[src/rtl/i2c_scl_clkgen.sv]
module i2c_scl_clkgen #(
  parameter int DIV_W = 12,
  parameter int CNT_W = DIV_W + 5
) (
  input  logic        clk,
  input  logic        rst_n,
  input  logic        en,
  input  logic        cfg_we,
  input  logic [15:0] cfg_wdata,
  output logic [15:0] cfg_q,
  input  logic        run,
  output logic        scl,
  output logic        fall_stb,
  output logic        rise_stb
);

  localparam int          FAST_BIT = 15;
  localparam int          DUTY_BIT = 14;
  localparam logic [15:0] CFG_MASK = 16'hC000 | 16'((32'd1 << DIV_W) - 1);

  logic             scl_q;
  logic [CNT_W-1:0] cnt;
  logic [CNT_W-1:0] fac, low_len, high_len;
  logic             gen;

  assign gen = en & run;
  assign fac = (cfg_q[DIV_W-1:0] == '0) ? CNT_W'(1) : CNT_W'(cfg_q[DIV_W-1:0]);

  always_comb begin
    if (!cfg_q[FAST_BIT]) begin
      low_len  = fac;
      high_len = fac;
    end else if (!cfg_q[DUTY_BIT]) begin
      low_len  = fac << 1;
      high_len = fac;
    end else begin
      low_len  = fac << 4;
      high_len = (fac << 3) + fac;
    end
  end

  always_ff @(posedge clk or negedge rst_n) begin
    if (!rst_n) begin
      cfg_q    <= '0;
      scl_q    <= 1'b1;
      cnt      <= '0;
      fall_stb <= 1'b0;
      rise_stb <= 1'b0;
    end else begin
      if (cfg_we && !en) cfg_q <= cfg_wdata & CFG_MASK;
      fall_stb <= 1'b0;
      rise_stb <= 1'b0;
      if (!gen) begin
        scl_q    <= 1'b1;
        cnt      <= '0;
        rise_stb <= !scl_q;
      end else if (cnt == '0) begin
        scl_q <= !scl_q;
        if (scl_q) begin
          fall_stb <= 1'b1;
          cnt      <= low_len - 1'b1;
        end else begin
          rise_stb <= 1'b1;
          cnt      <= high_len - 1'b1;
        end
      end else begin
        cnt <= cnt - 1'b1;
      end
    end
  end

  assign scl = scl_q;

  p_cfg_locked_r2: assert property (@(posedge clk) disable iff (!rst_n)
    en |=> $stable(cfg_q));
  p_rsvd_zero_r3: assert property (@(posedge clk) disable iff (!rst_n)
    cfg_q[13:12] == 2'b00);
  p_idle_high_r4: assert property (@(posedge clk) disable iff (!rst_n)
    !gen |=> scl);
  p_fall_edge_r9: assert property (@(posedge clk) disable iff (!rst_n)
    fall_stb |-> (!scl && $past(scl)));
  p_rise_edge_r9: assert property (@(posedge clk) disable iff (!rst_n)
    rise_stb |-> (scl && !$past(scl)));
  p_strobe_excl_r9: assert property (@(posedge clk) disable iff (!rst_n)
    !(fall_stb && rise_stb));
  p_stop_release_r10: assert property (@(posedge clk) disable iff (!rst_n)
    (!gen && !scl) |=> (scl && rise_stb));

endmodule

[config.mk]
export PLATFORM = sky130hd
export DESIGN_NAME = i2c_scl_clkgen
export DESIGN_NICKNAME = d
export VERILOG_FILES = /design/src/rtl/i2c_scl_clkgen.sv
export SDC_FILE = /design/constraint.sdc
export NUM_CORES = 1
export LEC_CHECK = 0
export BUFFER_PORTS_ARGS = -buffer_cell sky130_fd_sc_hd__buf_2
export CORE_MARGIN = 2
export CORE_UTILIZATION = 54
export CTS_BUF_LIST = sky130_fd_sc_hd__clkbuf_2
export CTS_CLUSTER_SIZE = 30
export DETAILED_ROUTE_END_ITERATION = 10
export PLACE_DENSITY_LB_ADDON = 0.2
export SETUP_SLACK_MARGIN = 0.05
export SLEW_MARGIN = 20
export SYNTH_ARGS = -nofsm -noshare
export SYNTH_HDL_FRONTEND = slang
export SYNTH_SLANG_ARGS = --single-unit
[constraint.sdc]
create_clock -name clk -period 4 [get_ports clk]
set_input_delay 0.2 -clock clk [delete_from_list [all_inputs] [get_ports clk]]
set_output_delay 0.2 -clock clk [all_outputs]
set_load 0.05 [all_outputs]
==> impl_metrics.ini <==
[run_status]
status = finished clean

[place]
io_buffers = 35
dp_hpwl_mm = 5.563
gp_congestion = 0.8541
dp.cells = 446
pre_cts_slack_ps = 180.6

[timing]
timing.fmax_ghz = 0.2681
worstMarginPinSlew_ps = 810.2
relSlewSlack_pct = 45.99
slew_violations = 0
finalClockSkew_ps = 23.16
period_share_pct = 93.25
rsz0062_at_grt = false
period_minus_slack_ps = 3730
finalHoldViolCount = 0
setup_viol = 0
finalSetupTns_ps = 0
worst_slack_ps = 270.1

[worst_setup_path]
critical_path.max_stage_delay_ps = 560
path_max_fanout = 4
endpoint_kind = register
cp_top_family = compound AO/OA/AOI/OAI gates
ff2ff_setup_slack_ps = 270
startpoint_type = register
path_buf_inv = 2
crit_chain = nor4_2 > a41oi_2 > inv_2 > ha_2 > inv_1 > fa_2 > a21bo_2 > a21o_1 > a21boi_1 > o31a_1 > a21oi_2 > o221ai_2 > or4_4 > or3_1 > a21oi_1
worstSetupPathType = reg2reg
critPathSlowestCell = or4_4
arrival_ps = 4090
cp_data_required_time_ps = 4360

[synthesis]
synth_warnings = 0
synthCells = 347
synth_mux_area_share_pct = 7.385
synth_seq_area_share_pct = 29.24
yosys-top-cells-area = dfrtp_1 28%, a21oi_1 4.6%, mux2_2 4.6%, nor2_1 4.1%, nand2_1 4.0%
synth_top_family_by_area = compound AO/OA/AOI/OAI gates
ys.flop_type = dfrtp_1
synth_compound_area_share_pct = 27.18
synth_fa_ha_area_share_pct = 3.177
ys_ff_latch = 34
syn_area_per_cell_sq_um = 8.398
synthXorXnorAreaFrac_pct = 3.607
synth_top_area_share_pct = 28.34
synth_edf_count = 0
yosys.cell_types.count = 76
ys_async_sr_fraction_pct = 100.0
yosysTopAreaCell = dfrtp_1
syn_area_sq_um = 2914
synth-simple-area-share_pct = 22.97

[floorplan]
floorplan.core_area_sq_um = 5172
die_w_um = 77.46
die_area_sq_um = 6000
start_util_pct = 56.34
die_y_um = 77.46
rows = 26
ios = 40

[power]
p_leak_nw = 1.522
power.density_nw_per_um2 = 691.9
finalPower_w = 0.002371
peakVddDrop_uv = 450.6

[layout]
fillers = 439
final_cells = 468
ff_latch_area_sq_um = 857.1
layout.nets = 424
final_util_pct = 66.26
multiInputGateArea_sq_um = 1897
area_delta_synth_final_pct = 17.60
antenna_cells = 0
drive_above_1_share_pct = 27.14

[clock_network]
cts_buffers = 5
cts_root_buf = clkbuf_2
cts_max_level = 2
clk_pin_slew_worst_paths_ps = 230
cts_tree = done
clk_latency_ps = 420
cts_max_path_buffers = 2
cts_sinks = 34

[detailed_routing]
num_vias = 2855
wl_per_cell_um = 16.76
drt_iter0_drc = 239
ant_nets = 0
drc = 0
wl_mm = 7.843
dr.pass1.iters = 4
viasPerCell = 6.100

[grt]
grt_pass1_wl_mm = 13.02
grt_overflow_total = 0
grt_usage_pct = 27.42
antenna_found_initial = 0
grt_pass1_vias = 2667
grt_max_degree = 35

[run]
cap_violations = 0

[worst_hold_path]
hold_class = in2reg
## worst register-to-register path, delay by kind of cell (launching register included)
kind | cells | cell delay, ps
flip-flops | 1 | 450
buffers and inverters | 2 | 150
AND/OR/NAND/NOR | 3 | 1170
adder cells (fa/ha/maj) | 2 | 540
AO/OA/AOI/OAI | 8 | 1380
## layer usage
metal,GRT usage [%],wire length (um),share of wire [%]
met5,0,0,0
met4,11.96,154,2.0
met3,5.116,404,5.2
met2,41.91,3719,47
met1,37.92,3566,45
## flip-flops by register name, summed over array words and instances (netlist names)
signal	cells
scl	1
cfg_q	14
cnt	17
fall_stb	1
rise_stb	1
## report_power, final
group | switching [W] | internal, W | total (W)
logic | 0.000965 | 0.000652 | 0.00162
clock network | 0.000141 | 0.000105 | 0.000246
registers | 0.0000833 | 0.000425 | 0.000508
total | 0.00119 | 0.00118 | 0.00237
## cells by family (layout without fill, tap and decap cells)
group,Yosys count,count (layout)
AOI/OAI and AO/OA,111,111
xor gates and xnor gates,12,12
adders and majority gates,7,7
buffers and inverters,39,89
DFF,34,34
muxes,20,20
other,1,2
and+or+nand+nor,123,123
## final timing paths
kind                                from         to  depth (start not counted)
setup / recovery                cfg_q[8]    cnt[13]                         15
hold / removal             cfg_wdata[14]  cfg_q[14]                          2
setup reg to reg                cfg_q[8]    cnt[13]                         15
hold reg to reg                   cnt[3]     cnt[3]                          2
max in group asynchronous          rst_n  cfg_q[11]                          2
min in group asynchronous          rst_n    cnt[13]                          2
## per-stage QoR
stage	area (sq um)	hold slack [ps]
detailed placement	3214	333.2
floorplan	2939	-95.59
global placement	3214	317.4
finish	3427	19.79
CTS	3385	4.360
global route	3427	1.971
## repair_timing
| item | in CTS | in global routing |
|---|---|---|
| setup buffers | 0 | 1 |
| hold buffers | 10 | 3 |
| endpoints found under the setup margin | 0 | 3 |
| endpoints found under the hold margin | 42 | 3 |
| gates resized for setup | 0 | 3 |
## cell type report
class,count,share of cell area (%)
multi-input cells,275,55.35
inverters,10,1.095
well taps,70,2.556
clock buffers,5,0.7302
repair buffers,71,13.95
flip-flops and latches,34,25.01
clock inverters,3,1.314
## Yosys cell counts (5+ instances only)
cell / instances
ha_1: 5
nor2_1: 32
mux2_2: 12
dfrtp_1: 33
o21ai_0: 18
nand3_1: 6
nand2_1: 31
and3_1: 6
o21a_1: 5
xnor2_1: 5
a21o_1: 8
o31ai_1: 7
clkbuf_1: 16
inv_1: 10
a21oi_1: 27
xor2_1: 7
mux2i_1: 8
buf_2: 6
and2_1: 7
## cell usage in the layout, fill, tap and decap left out, types with 5 or more instances in the layout
master	n
xor2_1	7
and2_1	7
a21oi_1	26
inv_1	9
nor2_1	32
mux2_2	12
clkbuf_2	5
a21o_1	8
o31ai_1	7
buf_4	23
buf_2	35
xnor2_1	5
mux2i_1	8
nand2_1	31
and3_1	6
nand3_1	6
o21a_1	5
dfrtp_1	29
dlygate4sd3_1	13
o21ai_0	18
Power figures use the tool's default switching activity.
